### config.mk
export PLATFORM = sky130hd
export DESIGN_NAME = grp_redist
export DESIGN_NICKNAME = d
export VERILOG_FILES = /design/src/rtl/grp_redist.sv
export SDC_FILE = /design/constraint.sdc
export NUM_CORES = 1
export LEC_CHECK = 0
export BUFFER_PORTS_ARGS = -buffer_cell sky130_fd_sc_hd__buf_2
export CORE_MARGIN = 5
export CORE_UTILIZATION = 48
export DETAILED_ROUTE_END_ITERATION = 16
export PLACE_DENSITY = 0.78
export SYNTH_ARGS = -nofsm -noshare
export SYNTH_HDL_FRONTEND = slang
export SYNTH_SLANG_ARGS = --single-unit
### constraint.sdc
create_clock -name clk -period 2.9 [get_ports clk]
set_input_delay 0.145 -clock clk [delete_from_list [all_inputs] [get_ports clk]]
set_output_delay 0.145 -clock clk [all_outputs]
set_load 0.02 [all_outputs]
### src/rtl/grp_redist.sv
module grp_redist #(
  parameter int BLK_W  = 4,
  parameter int IDX_W  = 16,
  parameter int QIDX_W = 16,
  parameter int DATA_W = 32,
  parameter int PRIO_W = 8
) (
  input  logic              clk,
  input  logic              rst_n,
  input  logic              start,
  input  logic [7:0]        nsr,
  input  logic [BLK_W-1:0]  vp_blk,
  input  logic [IDX_W-1:0]  vp_idx,
  input  logic [PRIO_W-1:0] pipr,
  input  logic [PRIO_W-1:0] cppr,
  input  logic              cfg_grp_prio,
  input  logic [2:0]        cfg_prio_log2,
  output logic              busy,
  output logic              lk_req,
  output logic              lk_crowd,
  output logic [BLK_W-1:0]  lk_blk,
  output logic [IDX_W-1:0]  lk_idx,
  input  logic              lk_ack,
  input  logic              lk_err,
  input  logic [2:0]        lk_psize,
  input  logic [BLK_W-1:0]  lk_qblk,
  input  logic [QIDX_W-1:0] lk_qbase,
  output logic              trg_req,
  output logic [BLK_W-1:0]  trg_blk,
  output logic [QIDX_W-1:0] trg_idx,
  output logic [DATA_W-1:0] trg_data,
  output logic              trg_redist,
  input  logic              trg_ack,
  output logic              clr_valid,
  output logic [PRIO_W-1:0] clr_pipr,
  output logic              err
);

  typedef enum logic [1:0] {S_IDLE, S_LOOKUP, S_TRIGGER, S_CLEAR} st_t;
  st_t st;

  logic              is_grp;
  logic [3:0]        glv;
  logic [2:0]        clv;
  logic [IDX_W-1:0]  gidx;
  logic [BLK_W-1:0]  gblk;
  logic [2:0]        lg;
  logic [PRIO_W-1:0] poff;

  assign glv    = nsr[3:0];
  assign clv    = (nsr[5:4] == 2'd3) ? 3'd4 : {1'b0, nsr[5:4]};
  assign is_grp = nsr[7] && (nsr[5:0] != 6'd0);

  assign gidx = (glv == 4'd0) ? vp_idx :
                ((vp_idx & ({IDX_W{1'b1}} << glv)) |
                 ((IDX_W'(1) << (glv - 4'd1)) - IDX_W'(1)));
  assign gblk = (clv == 3'd0) ? vp_blk :
                ((vp_blk & ({BLK_W{1'b1}} << clv)) |
                 ((BLK_W'(1) << (clv - 3'd1)) - BLK_W'(1)));

  assign lg   = cfg_grp_prio ? lk_psize : cfg_prio_log2;
  assign poff = clr_pipr_q_pend & ~({PRIO_W{1'b1}} << lg);

  logic [PRIO_W-1:0] clr_pipr_q_pend;
  logic [PRIO_W-1:0] cppr_q;

  always_ff @(posedge clk) begin
    if (!rst_n) begin
      st              <= S_IDLE;
      lk_crowd        <= 1'b0;
      lk_blk          <= '0;
      lk_idx          <= '0;
      trg_blk         <= '0;
      trg_idx         <= '0;
      clr_pipr_q_pend <= '0;
      cppr_q          <= '0;
      err             <= 1'b0;
    end else begin
      err <= 1'b0;
      case (st)
        S_IDLE: if (start && is_grp) begin
          st              <= S_LOOKUP;
          lk_crowd        <= (nsr[5:4] != 2'd0);
          lk_blk          <= gblk;
          lk_idx          <= gidx;
          clr_pipr_q_pend <= pipr;
          cppr_q          <= cppr;
        end
        S_LOOKUP: if (lk_ack) begin
          if (lk_err) begin
            err <= 1'b1;
            st  <= S_IDLE;
          end else begin
            trg_blk <= lk_qblk;
            trg_idx <= lk_qbase + QIDX_W'(poff);
            st      <= S_TRIGGER;
          end
        end
        S_TRIGGER: if (trg_ack) st <= S_CLEAR;
        default:   st <= S_IDLE;
      endcase
    end
  end

  assign busy       = (st != S_IDLE);
  assign lk_req     = (st == S_LOOKUP);
  assign trg_req    = (st == S_TRIGGER);
  assign clr_valid  = (st == S_CLEAR);
  assign clr_pipr   = cppr_q;
  assign trg_data   = '0;
  assign trg_redist = 1'b1;

endmodule

# ---- Yosys cells after proc, flatten, opt, wreduce, memory -nomap -nowiden
# Cells that the tools add are included.
dict set report word_totals {
  ff_bits 60
  inputBits 77
  elab_cells 55
}
dict set report op_classes {
  addsub 5
  n_eq_ne 7
  shift 5
  n_mux 10
  bitwise 7
  reduce_logical 12
}
# operator count
set ops {}
lappend ops {{16-bit by 8-bit adder with 16-bit output} 1}
lappend ops {{16-bit AND} 1}
lappend ops {{16-bit two-way mux} 1}
lappend ops {{16-bit bitwise OR} 1}
lappend ops {{1-bit by 4-bit left shift with 16-bit output (first input constant)} 1}
lappend ops {{16-bit by 4-bit left shift with 16-bit output (first input constant)} 1}
lappend ops {{16-bit by 1-bit subtractor with 16-bit output (second input constant)} 1}
lappend ops {{3-bit AND reduction} 3}
lappend ops {{8-bit AND} 1}
lappend ops {{2-bit two-way mux} 4}
lappend ops {{8-bit inverter} 1}
lappend ops {{8-bit by 3-bit left shift with 8-bit output (first input constant)} 1}
lappend ops {{4-bit by 1-bit subtractor with 4-bit output (second input constant)} 2}
lappend ops {{2-bit == test (second input constant)} 3}
lappend ops {{3-bit two-way mux} 2}
lappend ops {{2-bit case mux with 3 select lines} 1}
lappend ops {{6-bit nonzero test} 1}
lappend ops {{4-bit AND} 1}
lappend ops {{4-bit zero test} 1}
lappend ops {{4-bit two-way mux} 1}
lappend ops {{2-bit by 1-bit != test with 1-bit output (second input constant)} 2}
lappend ops {{4-bit bitwise OR} 1}
lappend ops {{2-bit nonzero test} 2}
lappend ops {{1-bit by 3-bit left shift with 4-bit output (first input constant)} 1}
lappend ops {{10 further kinds} 11}

# ---- Longest topological paths before layout
# Gate-level depths: netlist of the first run.
dict set report depth {
  word_depth 7
  mapped_depth 13
  ltp_nobuf 10
}

# ---- Worst setup path after synthesis of the first run
# No wires, ideal clock.
dict set report synth_timing {
  path_kind {in2reg}
  start {input port nsr[0]}
  end {register lk_idx[2]}
  setup_time_ns 0.118
  t_arrival_ns 2.058
  t_required_ns 2.782
  slack_ns 0.723
  cell_stages 13
  cell_sequence {buf_2 nor2_1 ha_1 buf_2 clkbuf_1 nand2_1 ha_1 clkbuf_1 nand2_1 mux2i_1 o21ai_0 a41oi_1 nor2_1}
}
dict set report synth_between {
  elab_chain_len 5
  elab_cells_between_ends 12
  classes_between {add/sub: 2; shift: 2; mux: 1; bitwise: 2; reduce/logical: 5}
}
# item line
set synth_rtl {}
lappend synth_rtl {{start: declaration} 11} ;# input logic [7:0] nsr,
lappend synth_rtl {{4-bit by 1-bit subtractor with 4-bit output} 56} ;# ((IDX_W'(1) << (glv - 4'd1)) - IDX_W'(1)));
lappend synth_rtl {{1-bit by 4-bit left shift with 16-bit output} 56}
lappend synth_rtl {{16-bit by 1-bit subtractor with 16-bit output} 56}
lappend synth_rtl {{16-bit bitwise OR} 55} ;# ((vp_idx & ({IDX_W{1'b1}} << glv)) |
lappend synth_rtl {{16-bit two-way mux} 54} ;# assign gidx = (glv == 4'd0) ? vp_idx :
lappend synth_rtl {{end signal: assignment} 85} ;# lk_idx <= gidx;
lappend synth_rtl {{end: declaration} 22} ;# output logic [IDX_W-1:0] lk_idx,
# Several ways; a longest one is shown, not always the timed one.
# A chain may end at the register's enable or synchronous reset.

# ---- Final worst setup path of the first run
dict set report layout_timing {
  start {input port cfg_grp_prio}
  end {register trg_idx[14]}
}
dict set report layout_between {
  elab_chain_len 5
}
# item line
set layout_rtl {}
lappend layout_rtl {{start: declaration} 16} ;# input logic cfg_grp_prio,
lappend layout_rtl {{3-bit two-way mux} 61} ;# assign lg = cfg_grp_prio ? lk_psize : cfg_prio_log2;
lappend layout_rtl {{8-bit by 3-bit left shift with 8-bit output} 62} ;# assign poff = clr_pipr_q_pend & ~({PRIO_W{1'b1}} << lg);
lappend layout_rtl {{8-bit inverter} 62}
lappend layout_rtl {{8-bit AND} 62}
lappend layout_rtl {{16-bit by 8-bit adder with 16-bit output} 95} ;# trg_idx <= lk_qbase + QIDX_W'(poff);
lappend layout_rtl {{end signal: assignment} 95}
lappend layout_rtl {{end: declaration} 30} ;# output logic [QIDX_W-1:0] trg_idx,
# No other way between the ends.

==> impl_results.md, run 1 <==
* Minimum clock period at 2.24 ns
* Worst min-delay path category: in -> reg
* Worst slew pin tran at 0.715 ns
* First-pass GRT wire length at 15.7 mm
* Synth area leader: dfxtp_1
* XOR/XNOR share of the synthesized area at 3.10%
* Setup crit end kind: flip-flop
* Max IR drop VDD at 0.297 mV
* Main combinational cell family by area after synthesis: compound AO/OA/AOI/OAI gates
* Final WL at 9.59 mm
* Ys async rst share at 0%
* Worst skew pair latency at 0.34 ns
* Ys Warns at 0
* H-tree depth reported by CTS at 3
* Lkg Pwr at 0.00214 uW
* Clock sinks at 59
* Post-Synth Simple-Gate Area at 20.0%
* Max Cap Viol at 0
* Count of input and output buffers at 128
* Iter 0 DRT Violations at 102
* Fin Setup TNS at 0 ns
* Syn avg cell area at 7.92 um^2
* Critical Path Start Type: input pin
* HPWL Detailed at 7.23 mm
* Cells after synthesis at 464
* Buf/Inv on CP at 1
* RSZ-0062 raised after global routing: false
* Multiplexer share of the synthesized area at 1.36%
* Tcrit/Tclk final at 77.4%
* Synth top area share at 32.2%
* Routability cong. at 0.916
* Cts bufs inserted at 9
* CTS tree: built
* DR pass1 iterations at 4
* Clk slew on worst S/H paths at 0.07 ns
* Slew Viols, Final at 0
* Post-cts sizing count at 0
* Rows at 32
* Library cells used by synthesis at 59
* CP Cell Sequence: buf_2 > mux2i_1 > a31oi_1 > ha_1 > fa_1 > a211oi_1 > o21a_1 > nor3_1 > xnor2_1 > a21oi_1
* Fmax achieved at 0.446 GHz
* Crit path max-delay family: compound AO/OA/AOI/OAI gates
* Fill count at 719
* Total grt overflow at 0
* Commonest non-fill, non-tap cell in the layout: buf_2
* DIE WIDTH at 97.5 um
* Post-Syn Area at 0.00367 mm^2
* Layout area overhead at 20.6%
* Compound-gate portion of the synthesized area at 25.4%
* Root buf cell: clkbuf_8
* Worst Clk Skew at 0.00740 ns
* Worst Path Class, Setup: in -> reg
* Synth Flop Type: dfxtp_1
* ANT nets after route at 0
* Placed cell area at 0.00424 mm^2
* N_diodes at 0
* Final Cell Area at 0.00443 mm^2
* Hold-fix buffers, CTS at 0
* Vias/cell at 5.23
* Most frequent cells in the layout: buf_2 (128), nand2_1 (81), dfxtp_1 (59), conb_1 (33), o21ai_0 (31)
* Setup Viol. Count Final at 0
* Final Hold Viols at 0
* Core area at 0.00761 mm^2
* I/O Pins at 164
* Die area at 0.00950 mm^2
* Crit path DAT at 2.46 ns
* Slew headroom at 52.3%
* Vias in the first global route at 3,440
* CP max FO at 6
* Routed len/inst at 14.0 um
* #FFs+latches synth at 59
* Register area share after synthesis at 32.2%
* Clock Path Buffers at 2
* Worst Path Required at 3.12 ns
* P per Cell Area at 463 mW/mm^2
* Initial antenna violation count at 0
* Post-Synth Adder-Cell Area at 5.31%
* Post-synth EDFFs at 0
* Status: finished, final reports clean
* Top post-synthesis cells by area: dfxtp_1 (32%), nand2_1 (8.3%), buf_4 (7.4%), ha_1 (4.8%), o21ai_0 (4.2%)
* Largest net degree at the start of global routing at 44
* CP peak stage delay at 0.44 ns
* Worst path slowest cell: fa_1
* Layout net count at 673
* # Post-CTS Setup Buffers at 0
* Share of cells above drive strength 1 at 27.5%
* Gr usage total at 19.8%
* Starting Density at 48.3%
* Drt drc at 0
* DIE HEIGHT at 97.5 um
* Setup slack, reg-to-reg at 0.73 ns
* Vias at 3,595
[path summary, 6_finish.rpt]
check	end	depth (start not counted)	start
worst max-delay path	trg_idx[14]$_SDFFE_PN0P_	10	cfg_grp_prio
worst min-delay path	clr_pipr_q_pend[6]$_SDFFE_PN0P_	3	pipr[6]
worst max register to register	trg_idx[14]$_SDFFE_PN0P_	9	clr_pipr_q_pend[0]$_SDFFE_PN0P_
worst min register to register	clr_pipr[3]$_SDFFE_PN0P_	2	clr_pipr[3]$_SDFFE_PN0P_
[metrics by stage]
step / hold slack, ns / total power (uW) / util [%] / instances / worst slack [ns]
3_5_place_dp: 0.392 / 1320 / 55.7 / 672 / 0.308
3_3_place_gp: 0.385 / 1310 / 55.7 / 672 / 0.416
2_1_floorplan: 0.259 / 1210 / - / 495 / 0.723
5_1_grt: 0.0286 / 2150 / 58.3 / 687 / 0.453
6_report: 0.0304 / 2050 / 58.3 / 687 / 0.656
4_1_cts: 0.0173 / 2070 / 58.3 / 687 / 0.661
[cells by family after synthesis]
| group | Yosys count |
|---|---|
| XOR/XNOR | 13 |
| buffers and inverters | 78 |
| AND/OR/NAND/NOR | 153 |
| flip-flops | 59 |
| other | 2 |
| AO/OA/AOI/OAI | 139 |
| multiplexers | 5 |
| adder cells (fa/ha/maj) | 15 |
[cells in the mapped netlist, types with 6 or more instances]
cell and number:
nor2_1 15, o21ai_0 31, a21boi_0 14, nand3_1 14, nor3b_1 6, nand2_1 81, dfxtp_1 59, ha_1 14
o211a_1 7, nor2b_1 7, nor3_1 6, buf_2 10, a21boi_1 14, clkbuf_1 12, inv_1 16, o211ai_1 6
buf_4 36, a21oi_1 27, xnor2_1 10
[final cells by class]
type / count / area, um^2 / share of cell area [%]
sequential: 59 / 1180 / 26.7
clock inverter: 5 / 53.8 / 1.21
tap: 102 / 128 / 2.88
multi-input combinational: 358 / 2160 / 48.8
inverter: 16 / 60.1 / 1.36
timing repair buffer: 137 / 708 / 16.0
clock buffer: 10 / 138 / 3.11
[registers in the layout (all words and copies together), names as in the netlist]
signal           flops
clr_pipr             8
clr_pipr_q_pend      7
err                  1
lk_blk               4
lk_crowd             1
lk_idx              16
st                   2
trg_blk              4
trg_idx             16
[metal layers]
metal  vias to the layer above  share of wire, %  global-route usage (%)
met3                        19               8.1                    5.60
met1                      1648                42                    23.7
met2                       144                47                    32.3
met5                         -                 0                       0
li1                       1784                 -                       -
met4                         0               2.4                    9.80
[tightest hold or removal path: cells and delay by family]
kind	cells	cell delay, ns
buf+inv	1	0.09
simple gates	1	0.04
compound gates	1	0.05
[report_power, final]
| part | switching [uW] | leakage [uW] | internal [uW] |
|---|---|---|---|
| Clock | 336 | 0.000102 | 412 |
| Sequential | 19.4 | 0.000481 | 850 |
| Combinational | 278 | 0.00155 | 158 |
Power figures use the tool's default switching activity.
==> run 2: changes to the inputs <==
Settings changed: ABC_AREA set to 1, CORE_UTILIZATION 48 to 43, PLACE_DENSITY 0.78 to 0.74.
Clock period 2.9 ns to 1.9 ns, I/O delays scaled along.
==> run 2 against run 1 <==
Design area is 15% higher. Setup slack lost 0.61 ns. Largest power group unchanged. Synthesized cell count is 14% higher. Clock skew about the same. Routed wire length grew 19%. Non-clock buffer count increased by 60. Power grew 69%. First-iteration DRC count grew 27%. Critical path type unchanged.
==> impl_results.md, run 2 <==
* Status: finished, final reports clean
* Crit path DAT at 2.10 ns
* Dpl cells at 787
* Final WL at 11.4 mm
* Lkg Pwr at 0.00274 uW
* DIE WIDTH at 102 um
* Vias/cell at 4.90
* Gr usage total at 20.9%
* Gate power share at 26.7%
* RSZ-0062 raised after global routing: true
* Reg power frac at 38.8%
* Worst Setup SP: cfg_grp_prio
* Placed cell area at 0.00450 mm^2
* Sw frac at 33.3%
* HPWL Detailed at 8.25 mm
* Setup slack, reg-to-reg at 0.06 ns
* Root buf cell: clkbuf_8
* Setup crit end kind: flip-flop
* DR pass1 iterations at 4
* Clock sinks at 59
* Die area at 0.0104 mm^2
* P per Cell Area at 682 mW/mm^2
* #FFs+latches synth at 59
* Area of the multi-input gates at 0.00214 mm^2
* Routability cong. at 0.913
* Post-synth EDFFs at 0
* Critical Path Start Type: input pin
* Drt drc at 0
* Fill count at 771
* Largest net degree at the start of global routing at 34
* First-pass GRT wire length at 17.3 mm
* Layout net count at 810
* Total grt overflow at 0
* Clock share of power at 34.5%
* Fmax achieved at 0.539 GHz
* Final Hold Viols at 0
* Commonest non-fill, non-tap cell in the layout: buf_2
* Cts bufs inserted at 9
* Synth Flop Type: dfxtp_1
* Synth top area share at 32.5%
* Max IR drop VDD at 0.356 mV
* Cells after synthesis at 531
* Routed len/inst at 13.8 um
* Critical path endpoint: trg_idx[14]$_SDFFE_PN0P_
* GRT met2 Usage at 37.6%
* Count of input and output buffers at 128
* Non-Filler Instances at 828
* Starting Density at 44.2%
* Worst Path Class, Setup: in -> reg
* Post-Syn Area at 0.00363 mm^2
* N_diodes at 0
* FF-to-FF path depth at 14
* Vias at 4,058
* Setup Viol. Count Final at 0
* H-tree depth reported by CTS at 3
* Clock Path Buffers at 2
* Reg2Reg Launch Point: clr_pipr_q_pend[2]$_SDFFE_PN0P_
* Pint at 2320 uW
* Worst Path Required at 2.15 ns
* Rows at 33
* I/O Pins at 164
* ANT nets after route at 0
* Final core occ at 62.1%
* Worst Clk Skew at 0.00715 ns
* Library cells used by synthesis at 37
* Synth area leader: dfxtp_1
* Most frequent cell after synthesis: nand2_1
* Core area at 0.00822 mm^2
* Met3 Use GR at 4.23%
* Register area share after synthesis at 32.5%
* Ys Warns at 0
* Sequential cell area at 0.00118 mm^2
* Tcrit/Tclk final at 97.7%
* CTS tree: built
* Top post-synthesis cells by area: dfxtp_1 (33%), nand2_1 (10%), buf_4 (7.2%), o21ai_0 (6.9%), a21oi_1 (6.8%)
* Worst R2R End: trg_idx[13]$_SDFFE_PN0P_
* Worst skew pair latency at 0.34 ns
* Busiest layer in global routing: met2
* Initial antenna violation count at 0
* Layout area overhead at 40.5%
* Clk slew on worst S/H paths at 0.07 ns
* Final Cell Area at 0.00510 mm^2
* Slew Viols, Final at 0
* P_sw at 1160 uW
* Syn avg cell area at 6.84 um^2
* Share of cells above drive strength 1 at 36.1%
* DIE HEIGHT at 102 um
* Iter 0 DRT Violations at 130
* Max Cap Viol at 0
* CP max FO at 4
* Met1 Use GR at 24.6%
* Vias in the first global route at 3,860
* Minimum clock period at 1.86 ns
* Ys async rst share at 0%
* Most frequent cells in the layout: buf_2 (127), nand2_1 (88), nor2_1 (61), dfxtp_1 (56), buf_4 (51)
* Worst min-delay path category: in -> reg
* Synth cell count leaders: nand2_1 (98), nor2_1 (65), dfxtp_1 (59), inv_1 (54), o21ai_0 (50)
==> run 2: worst min path at each step <==
stage,cells past startpoint,start,slack (ns),end
2_1_floorplan,2,lk_err,0.21,err$_SDFF_PN0_
3_3_place_gp,3,lk_qblk[0],0.32,trg_blk[0]$_SDFFE_PN0P_
3_5_place_dp,3,lk_qblk[3],0.33,trg_blk[3]$_SDFFE_PN0P_
4_1_cts,3,vp_idx[15],0.004,lk_idx[15]$_SDFFE_PN0P_
5_1_grt,3,vp_blk[1],0.03,lk_blk[1]$_SDFFE_PN0P_
6_report,3,vp_idx[11],0.009,lk_idx[11]$_SDFFE_PN0P_
==> run 2: timing repair <==
item,in CTS,in global routing
gates resized for setup,4,53
endpoints found under the hold margin,14,0
gates cloned,0,0
endpoints found under the setup margin,6,10
buffers inserted,0,11
hold buffers,14,0
pin swaps,0,25
==> run 2: final cells by class <==
type                    instances  share of cell area (%)
clock buffers                  10                    2.70
repair buffers                197                    23.9
multi-input cells             391                    41.9
well taps                     105                    2.58
clock inverters                 6                    1.25
inverters                      60                    4.42
flip-flops and latches         59                    23.2
==> run 2: logic make-up (layout without fill, tap and decap cells) <==
family	after synthesis	in the layout	share of synthesized area, %
simple gates	214	214	25.5
compound gates	119	119	17.6
buf+inv	112	273	16.3
flops	59	59	32.5
fa+ha+maj	15	15	5.38
xor+xnor	8	8	1.93
other cells	2	33	0.207
mux	2	2	0.552
==> run 2: power groups by stage <==
stage                     logic [uW]  registers (uW)  clock network [uW]
after floorplan                  498            1450                   0
after CTS                        860            1350                1230
after global routing            1020            1360                1290
after global placement           819            1370                   0
after detailed placement         831            1370                   0
final                            929            1350                1200
==> run 2: critical path, cell delays in order <==
cell and delay [ns]:
buf_8 0.09, mux2i_2 0.20, inv_1 0.09, nor2_2 0.14, nand2_1 0.07, nand2_1 0.10
inv_2 0.05, ha_4 0.16, fa_2 0.36, nand3_2 0.08, nand3_2 0.09, nand2_2 0.12
nand2_4 0.06, nand2_4 0.09, inv_2 0.05, nand2_2 0.06, nor2_1 0.04, o21ai_1 0.11
inv_1 0.04
==> run 2: per-layer routing <==
layer	routed length (um)	vias to the layer above	share of wire, %
met5	0	-	0
met4	204	0	1.8
met3	897	19	7.9
met2	5820	154	51
met1	4500	1852	39
li1	-	2033	-
==> run 2: per-stage QoR <==
step | hold WS [ns] | power [uW] | TNS (ns) | setup slack, ns
global placement | 0.319 | 2190 | -1.76 | -0.307
floorplan | 0.214 | 1950 | -0.0266 | -0.0266
detailed placement | 0.329 | 2210 | -3.01 | -0.417
global route | 0.0258 | 3670 | -0.333 | -0.0761
CTS | 0.00391 | 3430 | -0.0472 | -0.0472
finish | 0.00906 | 3480 | 0 | 0.0442
